==> src/rtl/mcfg_pkg.sv <==
package mcfg_pkg;

    // Mode encoding matches the captured pins {hi, lo}
    typedef enum logic [1:0] {
        MODE_BOOT     = 2'b00,
        MODE_TEST     = 2'b01,
        MODE_SINGLE   = 2'b10,
        MODE_EXPANDED = 2'b11
    } op_mode_e;

    localparam int BIT_BOOST   = 7;
    localparam int BIT_BOOTROM = 6;
    localparam int BIT_NIL     = 5;
    localparam int BIT_SPEC    = 4;
    localparam int BIT_ECHO    = 3;
    localparam int BIT_ALT     = 2;

    function automatic logic mode_special(input op_mode_e m);
        return ~m[1];
    endfunction

    function automatic logic mode_alt(input op_mode_e m);
        return m[0];
    endfunction

endpackage

==> src/rtl/mcfg_mode_fsm.sv <==
module mcfg_mode_fsm
    import mcfg_pkg::*;
(
    input  logic     clk,
    input  logic     rst_n,
    input  logic     pin_hi,
    input  logic     pin_lo,
    input  logic     wr_stb,
    input  logic     wr_spec,
    input  logic     wr_alt,
    output op_mode_e mode_q
);

    op_mode_e mode_d;
    logic     alt_lock_q;
    logic     alt_lock_d;
    logic     spec_now;

    assign spec_now = mode_special(mode_q);

    // state register
    always_ff @(posedge clk) begin
        if (!rst_n) begin
            mode_q     <= op_mode_e'({pin_hi, pin_lo});
            alt_lock_q <= 1'b0;
        end else begin
            mode_q     <= mode_d;
            alt_lock_q <= alt_lock_d;
        end
    end

    // next state
    always_comb begin
        mode_d     = mode_q;
        alt_lock_d = alt_lock_q;
        unique case (mode_q)
            MODE_BOOT, MODE_TEST: begin
                if (wr_stb) begin
                    if (wr_spec)
                        mode_d = wr_alt ? MODE_TEST : MODE_BOOT;
                    else
                        mode_d = wr_alt ? MODE_EXPANDED : MODE_SINGLE;
                end
            end
            MODE_SINGLE, MODE_EXPANDED: begin
                if (wr_stb) begin
                    alt_lock_d = 1'b1;
                    if (!alt_lock_q)
                        mode_d = wr_alt ? MODE_EXPANDED : MODE_SINGLE;
                end
            end
        endcase
    end


    no_respecial_chk: assert property (@(posedge clk) disable iff (!rst_n)
        !spec_now |=> !mode_special(mode_q));


    alt_once_chk: assert property (@(posedge clk) disable iff (!rst_n)
        (!spec_now && alt_lock_q) |=> $stable(mode_q));

endmodule

==> src/rtl/mcfg_once_bit.sv <==
module mcfg_once_bit (
    input  logic clk,
    input  logic rst_n,
    input  logic rst_val,
    input  logic special,
    input  logic wr_stb,
    input  logic wr_bit,
    output logic bit_q
);

    logic lock_q;

    always_ff @(posedge clk) begin
        if (!rst_n) begin
            bit_q  <= rst_val;
            lock_q <= 1'b0;
        end else if (wr_stb) begin
            if (special || !lock_q)
                bit_q <= wr_bit;
            if (!special)
                lock_q <= 1'b1;
        end
    end


    once_hold_chk: assert property (@(posedge clk) disable iff (!rst_n)
        (!special && lock_q) |=> $stable(bit_q));


    lock_set_chk: assert property (@(posedge clk) disable iff (!rst_n)
        (wr_stb && !special) |=> lock_q);

endmodule

==> src/rtl/mode_cfg_unit.sv <==
module mode_cfg_unit
    import mcfg_pkg::*;
#(
    parameter int DATA_W = 8
) (
    input  logic              clk,
    input  logic              rst_n,
    input  logic              cfg_pin_hi,
    input  logic              cfg_pin_lo,
    input  logic              cfg_cs,
    input  logic              cfg_we,
    input  logic [DATA_W-1:0] wr_data,
    output logic [DATA_W-1:0] rd_data,
    output logic              bootrom_map_en,
    output logic              rd_echo_en,
    output logic              eclk_out_en,
    output logic              fetch_pin_boost_en
);

    localparam int N_ONCE = 2;
    localparam int ONCE_POS [N_ONCE] = '{BIT_BOOST, BIT_ECHO};

    op_mode_e          mode_q;
    logic              wr_stb;
    logic              spec;
    logic              alt;
    logic              bootrom_q;
    logic [N_ONCE-1:0] once_q;
    logic [N_ONCE-1:0] once_rst;
    logic [DATA_W-1:0] image;

    assign wr_stb = cfg_cs & cfg_we;
    assign spec   = mode_special(mode_q);
    assign alt    = mode_alt(mode_q);

    mcfg_mode_fsm u_mode (
        .clk     (clk),
        .rst_n   (rst_n),
        .pin_hi  (cfg_pin_hi),
        .pin_lo  (cfg_pin_lo),
        .wr_stb  (wr_stb),
        .wr_spec (wr_data[BIT_SPEC]),
        .wr_alt  (wr_data[BIT_ALT]),
        .mode_q  (mode_q)
    );

    for (genvar g = 0; g < N_ONCE; g++) begin : g_once
        if (ONCE_POS[g] == BIT_ECHO) begin : g_echo
            assign once_rst[g] = ({cfg_pin_hi, cfg_pin_lo} == MODE_TEST);
        end else begin : g_zero
            assign once_rst[g] = 1'b0;
        end
        mcfg_once_bit u_bit (
            .clk     (clk),
            .rst_n   (rst_n),
            .rst_val (once_rst[g]),
            .special (spec),
            .wr_stb  (wr_stb),
            .wr_bit  (wr_data[ONCE_POS[g]]),
            .bit_q   (once_q[g])
        );
    end

    always_ff @(posedge clk) begin
        if (!rst_n)
            bootrom_q <= ({cfg_pin_hi, cfg_pin_lo} == MODE_BOOT);
        else if (wr_stb && spec)
            bootrom_q <= wr_data[BIT_BOOTROM];
    end

    // output decode
    always_comb begin
        image              = '0;
        image[BIT_BOOST]   = once_q[0];
        image[BIT_BOOTROM] = bootrom_q;
        image[BIT_SPEC]    = spec;
        image[BIT_ECHO]    = once_q[1];
        image[BIT_ALT]     = alt;
        rd_data            = cfg_cs ? image : '0;
        bootrom_map_en     = bootrom_q & spec;
        rd_echo_en         = once_q[1] & alt;
        eclk_out_en        = alt | ~once_q[1];
        fetch_pin_boost_en = once_q[0] & alt;
    end


    bootrom_hold_chk: assert property (@(posedge clk) disable iff (!rst_n)
        !spec |=> $stable(bootrom_q));


    rst_vals_chk: assert property (@(posedge clk) disable iff (!rst_n)
        $rose(rst_n) |-> (bootrom_q == (mode_q == MODE_BOOT)) &&
                         (once_q[1] == (mode_q == MODE_TEST)) && !once_q[0]);

endmodule

==> config.mk <==
export PLATFORM = sky130hd
export DESIGN_NAME = mode_cfg_unit
export DESIGN_NICKNAME = d
export VERILOG_FILES = /design/src/rtl/mcfg_pkg.sv /design/src/rtl/mcfg_mode_fsm.sv /design/src/rtl/mcfg_once_bit.sv /design/src/rtl/mode_cfg_unit.sv
export SDC_FILE = /design/constraint.sdc
export NUM_CORES = 1
export LEC_CHECK = 0
export CORE_AREA = 2 2 39 41
export DETAILED_ROUTE_END_ITERATION = 8
export DIE_AREA = 0 0 41 43
export DONT_BUFFER_PORTS = 1
export PLACE_DENSITY = 0.44
export SYNTH_ARGS = -nofsm -noshare
export SYNTH_HDL_FRONTEND = slang
export SYNTH_SLANG_ARGS = --single-unit
==> constraint.sdc <==
create_clock -name clk -period 1.74 [get_ports clk]
set_clock_uncertainty 0.2 [all_clocks]
set_input_delay 0.174 -clock clk [delete_from_list [all_inputs] [get_ports clk]]
set_output_delay 0.174 -clock clk [all_outputs]
set_load 0.05 [all_outputs]
==> results of run 1 <==
## worst max-delay path: cells and delay by family, from the launching register on
family                 cells  cell delay, ns
flip-flops                 1            0.47
buffers and inverters      1            0.21
AND/OR/NAND/NOR            1            0.15
## Yosys cell counts, types with 2 or more instances
master	number
sky130_fd_sc_hd__and2_1	7
sky130_fd_sc_hd__buf_4	3
sky130_fd_sc_hd__dfxtp_1	3
sky130_fd_sc_hd__edfxtp_1	4
sky130_fd_sc_hd__nand2_1	7
sky130_fd_sc_hd__nand2b_1	2
sky130_fd_sc_hd__nor2_1	2
sky130_fd_sc_hd__nor2b_1	2
sky130_fd_sc_hd__o21a_1	2
sky130_fd_sc_hd__o21ai_0	3
## what timing repair did
action / 4_1_cts / 5_1_grt
gates resized for setup: 0 / 0
hold endpoints to repair: 11 / 0
buffers inserted: 0 / 0
hold buffers: 8 / 0
## registers in the layout, indices dropped and copies added, names as in the netlist
register and flops:
g_once.u_bit.bit_q 2, u_mode.mode_q 2, bootrom_q 1, g_once.u_bit.lock_q 1
u_mode.alt_lock_q 1
## per-stage QoR
step / std cells / hold WS (ns) / setup WS, ns / area (um2) / power (mW)
2_1_floorplan: 45 / 0.113 / 0.225 / 393 / 0.291
3_3_place_gp: 59 / 0.0960 / 0.326 / 400 / 0.293
3_5_place_dp: 59 / 0.0976 / 0.323 / 400 / 0.294
4_1_cts: 71 / 0.0141 / 0.286 / 508 / 0.462
5_1_grt: 71 / 0.0155 / 0.207 / 508 / 0.484
6_report: 71 / 0.0150 / 0.284 / 508 / 0.459
## metal layers
metal	track usage, %	part of all wire [%]
met5	0	0
met1	11.3	38
met4	10.0	7.3
met2	14.1	45
met3	3.14	9.3
## cell families (layout without fill, tap and decap cells)
logic type	count (synthesis)	count (layout)	synth area share, %
AND/OR/NAND/NOR	21	21	28.2
other	1	3	0.973
buffers and inverters	5	15	8.11
AO/OA/AOI/OAI	8	8	13.3
flip-flops	7	7	46.8
multiplexers	1	1	2.60
## layout make-up
class,instances,area share [%]
clock buffers,3,4.43
flip-flops and latches,7,35.5
multi-input cells,33,35.7
clock inverters,1,0.985
repair buffers,10,18.7
inverters,1,0.739
well taps,16,3.94
## power by group through the flow
stage	Clock, mW	Combinational, mW	Sequential, mW
4_1_cts	0.153	0.112	0.198
3_3_place_gp	0	0.0928	0.200
5_1_grt	0.165	0.119	0.199
6_report	0.149	0.112	0.198
3_5_place_dp	0	0.0930	0.201
2_1_floorplan	0	0.0933	0.198
## final timing paths
check        depth (start not counted)              start                end  slack, ns
max                                  2   u_mode.mode_q[1]     bootrom_map_en       0.28
min reg2reg                          1  u_mode.alt_lock_q  u_mode.alt_lock_q       0.27
min                                  2              rst_n   u_mode.mode_q[0]       0.01
max reg2reg                          2   u_mode.mode_q[1]   u_mode.mode_q[0]       0.29
==> results.json, run 1 <==
{
  "timing_worst_slew_pin_value_ns": 0.517,
  "n_fill_cell": 139,
  "total_area_of_multi_input_combinational_cells_um2": 181,
  "maxClockFrequency_ghz": 0.687,
  "synth_area_per_cell_um2": 8.96,
  "worst_path_max_delay_cell": "sky130_fd_sc_hd__edfxtp_1",
  "cp_data_required_time_ns": 1.37,
  "post-synth-top-area-fraction_pct": 31.2,
  "worstSetupStartpointType": "flop",
  "final_layout_size_suffix_gt1_share_pct": 12.7,
  "routabilityCongestion": 0.762,
  "rsz0062_at_grt": "no",
  "final-setup-viol-count": 0,
  "netlist_area_um2": 385,
  "fin_setup_tns_ns": 0,
  "shortest_clock_period_the_worst_path_allows_after_layout_ns": 1.46,
  "synthesis.yosys.warnings": 0,
  "deepest_level_of_the_cts_h_tree": 1,
  "timing.hold.worst.class": "in -> reg",
  "comb_power_share_pct": 24.4,
  "synth-edff-count": 4,
  "clkPwrFrac_pct": 32.5,
  "power_density_nw_per_um2": 903,
  "clk_root_buffer_cell": "sky130_fd_sc_hd__clkbuf_4",
  "setup.worst_path.class": "reg -> out",
  "io_buffer_count": 0,
  "most-common-layout-cells": "8 x sky130_fd_sc_hd__dlygate4sd3_1, 7 x sky130_fd_sc_hd__and2_1, 7 x sky130_fd_sc_hd__nand2_1",
  "most_common_library_cell_in_the_layout_ignoring_fill_and_taps": "sky130_fd_sc_hd__dlygate4sd3_1",
  "drt-total-wl_um": 755,
  "postLayoutCoreUtil_pct": 36.7,
  "core-area_um2": 1380,
  "die_outline_area_um2": 1760,
  "dp_hpwl_um": 541,
  "area_growth_pct": 31.8,
  "clk_pin_slew_worst_paths_ns": 0.06,
  "gate_count_post_synth": 43,
  "switching_share_pct": 33.6,
  "grt_overflow_total": 0,
  "net-switching-power_mw": 0.154,
  "fp-row-count": 14,
  "cts_num_sinks": 7,
  "vdd.ir_drop.worst_mv": 0.341,
  "top_level_ports": 26,
  "initial_standard_cell_utilization_of_the_core_pct": 27.8,
  "grt_pass1_wl_um": 1150,
  "max_cap_violations": 0,
  "finalHoldViolations": 0,
  "num-nets-final": 70,
  "maximum_buffer_depth_of_the_clock_tree": 2,
  "drt_pre_antenna_iters": 4,
  "tritoncts_clock_tree": "yes",
  "timing.critical_path.slowest_cell_delay_ns": 0.47,
  "die_w_um": 41,
  "run_status": "complete, no violations",
  "ant_nets": 0,
  "p_leak_nw": 0.219,
  "netlist_top_cells_area": "sky130_fd_sc_hd__edfxtp_1 31%, sky130_fd_sc_hd__dfxtp_1 16%, sky130_fd_sc_hd__and2_1 11%",
  "worst_ep_arrival_time_ns": 1.08,
  "timing.max_slew.rel_slack_pct": 65.6,
  "viasPerCell": 4.70,
  "detail_route.wl_per_cell_um": 10.6,
  "final_min_period_over_clock_period_pct": 83.7,
  "tot_gr_track_use_pct": 10.1,
  "yosys_most_used_dff": "sky130_fd_sc_hd__edfxtp_1",
  "critPathCaptureType": "output port",
  "postSynthRegisterBits": 7,
  "vias": 334,
  "cp_cell_sequence": "nor2b_1 > buf_4",
  "yosysSeqAreaShare_pct": 46.8,
  "slew_viol_final": 0,
  "synth_async_sr_flop_share_pct": 0,
  "number_of_antenna_violations_at_the_first_check_in_global_routing": 0,
  "power.share.sequential_pct": 43.1,
  "insertion_delay_ns": 0.25,
  "critical_path_peak_fanout": 6,
  "synth_top_cell_by_area": "sky130_fd_sc_hd__edfxtp_1",
  "cellInternalPower_mw": 0.305,
  "die_height_um": 43,
  "maximum_number_of_pins_on_one_net_before_global_route_repair": 14,
  "antennaDiodeCount": 0,
  "first_global_vias": 315,
  "tritoncts.num_buffers": 3,
  "layout.area.seq_um2": 180,
  "drt_iter0_markers": 3,
  "drt_drc_violations_left": 0,
  "ys_types": 18
}
No activity file was read; power rests on OpenSTA's default activity.
==> inputs of run 2 (changes only) <==
Clock period 1.74 ns to 1.4 ns, I/O delays scaled along.
==> results.json, run 2 (synthesis results as in run 1) <==
{
  "run_status": "complete, but fails checks",
  "violations_in_the_final_reports": "setup timing",
  "grt_overflow_total": 0,
  "die_height_um": 43,
  "cts_num_sinks": 7,
  "clk_pin_slew_worst_paths_ns": 0.05,
  "timing.hold.ws_ns": 0.0156,
  "grt_pass1_wl_um": 1260,
  "most_common_library_cell_in_the_layout_ignoring_fill_and_taps": "sky130_fd_sc_hd__dlygate4sd3_1",
  "final_min_period_over_clock_period_pct": 100,
  "routabilityCongestion": 0.739,
  "total_power_mw": 0.612,
  "reg.largest.list": "g_once.u_bit.bit_q: 2 flops, u_mode.mode_q: 2 flops",
  "final-setup-viol-count": 2,
  "initial_standard_cell_utilization_of_the_core_pct": 27.8,
  "rr_startpoint": "u_mode.mode_q[1]",
  "number_of_antenna_violations_at_the_first_check_in_global_routing": 0,
  "cp_data_required_time_ns": 1.06,
  "maxClockFrequency_ghz": 0.712,
  "insertion_delay_ns": 0.25,
  "viasPerCell": 4.58,
  "final_layout_size_suffix_gt1_share_pct": 28.1,
  "fin_setup_tns_ns": -0.00535,
  "maximum_number_of_pins_on_one_net_before_global_route_repair": 15,
  "area_growth_pct": 62.7,
  "hold_path.startpoint": "cfg_cs",
  "cp-startpoint": "u_mode.mode_q[1]",
  "power_density_nw_per_um2": 976,
  "p_leak_nw": 0.288,
  "vdd.ir_drop.worst_mv": 0.386,
  "critPathCaptureType": "output port",
  "timing.hold.worst.class": "in -> reg",
  "tot_gr_track_use_pct": 10.8,
  "placed_cells_incl_taps": 66,
  "die_w_um": 41,
  "reg2reg_depth": 3,
  "io_buffer_count": 0,
  "critical_path.reg2reg.endpoint": "u_mode.mode_q[0]",
  "layout.area.seq_um2": 180,
  "num-nets-final": 79,
  "ant_nets": 0,
  "tritoncts.num_buffers": 3,
  "drt_pre_antenna_iters": 4,
  "slew_viol_final": 0,
  "shortest_clock_period_the_worst_path_allows_after_layout_ns": 1.40,
  "dp_hpwl_um": 629,
  "finalHoldViolations": 0,
  "drt_iter0_markers": 6,
  "top_level_ports": 26,
  "fp-row-count": 14,
  "instances_no_fill": 80,
  "detail_route.wl_per_cell_um": 10.6,
  "maximum_buffer_depth_of_the_clock_tree": 2,
  "deepest_level_of_the_cts_h_tree": 1,
  "n_fill_cell": 139,
  "tritoncts_clock_tree": "yes",
  "place_worst_setup_slack_ns": 0.0467,
  "worstSetupStartpointType": "flop",
  "antennaDiodeCount": 0,
  "total_area_of_multi_input_combinational_cells_um2": 203,
  "clk_root_buffer_cell": "sky130_fd_sc_hd__clkbuf_4",
  "min_delay_worst_endpoint": "g_once[0].u_bit.bit_q",
  "hold_depth": 3,
  "drt-total-wl_um": 845,
  "first_global_vias": 315,
  "worst_ep_arrival_time_ns": 1.06,
  "drt_drc_violations_left": 0,
  "r2r_setup_slack_ns": 0.06,
  "die_outline_area_um2": 1760,
  "critical_path_peak_fanout": 5,
  "most-common-layout-cells": "8 x sky130_fd_sc_hd__dlygate4sd3_1, 7 x sky130_fd_sc_hd__and2_1, 7 x sky130_fd_sc_hd__nand2_1",
  "vias": 366,
  "worst_setup_margin_ns": -0.00480,
  "rsz0062_at_grt": "yes",
  "setup.worst_path.class": "reg -> out",
  "core-area_um2": 1380,
  "max_cap_violations": 0
}
## run 2: changes by cell type in the layout (fill, tap and decap cells not counted), moves of 2 or more
cell                      change
sky130_fd_sc_hd__nor2b_1      -2
sky130_fd_sc_hd__nor2b_4      +2
sky130_fd_sc_hd__buf_4        +2
sky130_fd_sc_hd__buf_6        +5
## run 2: worst max-delay path by stage
| stage | endpoint | slack (ns) | cells after the start |
|---|---|---|---|
| after floorplan | bootrom_map_en | -0.08 | 1 |
| after global placement | u_mode.mode_q[0] | 0.08 | 2 |
| after detailed placement | u_mode.mode_q[1] | 0.05 | 2 |
| after CTS | bootrom_map_en | -0.02 | 3 |
| after global routing | bootrom_map_en | -0.05 | 3 |
| final | bootrom_map_en | -0.005 | 3 |
## run 2: through the flow
stage | area (um2) | util [%]
CTS | 598 | 43.2
floorplan | 393 | -
finish | 627 | 45.3
detailed placement | 453 | 32.7
global placement | 453 | 32.7
global route | 627 | 45.3
## run 2: worst max-delay path, stage by stage (launching register included)
cell and delay [ns]:
sky130_fd_sc_hd__edfxtp_1 0.40, sky130_fd_sc_hd__buf_6 0.16, sky130_fd_sc_hd__nor2b_4 0.11, sky130_fd_sc_hd__buf_8 0.15
## run 2: what timing repair did
item                                    4_1_cts  5_1_grt
setup buffers                                 0        1
hold buffers                                  9        0
endpoints found under the setup margin        3        9
resized for setup                             8        7
endpoints found under the hold margin        11        0
## run 2: layout make-up
class                      count  share of cell area, %
clock buffer                   4                   4.19
timing repair buffer          19                   30.9
tap                           16                   3.19
sequential                     7                   28.7
multi-input combinational     33                   32.3
inverter                       1                  0.599
## run 2: report_power, final
group / total (mW) / switching (mW) / internal [mW]
sequential: 0.244 / 0.00892 / 0.235
combinational: 0.183 / 0.112 / 0.0710
clock: 0.184 / 0.0754 / 0.109
total: 0.612 / 0.196 / 0.415
## run 2: metal layers
layer | global-route usage (%) | up-vias | part of all wire (%)
li1 | - | 179 | -
met1 | 11.9 | 162 | 40
met2 | 16.6 | 21 | 50
met3 | 3.14 | 4 | 7.2
met4 | 8.00 | 0 | 2.2
met5 | 0 | - | 0
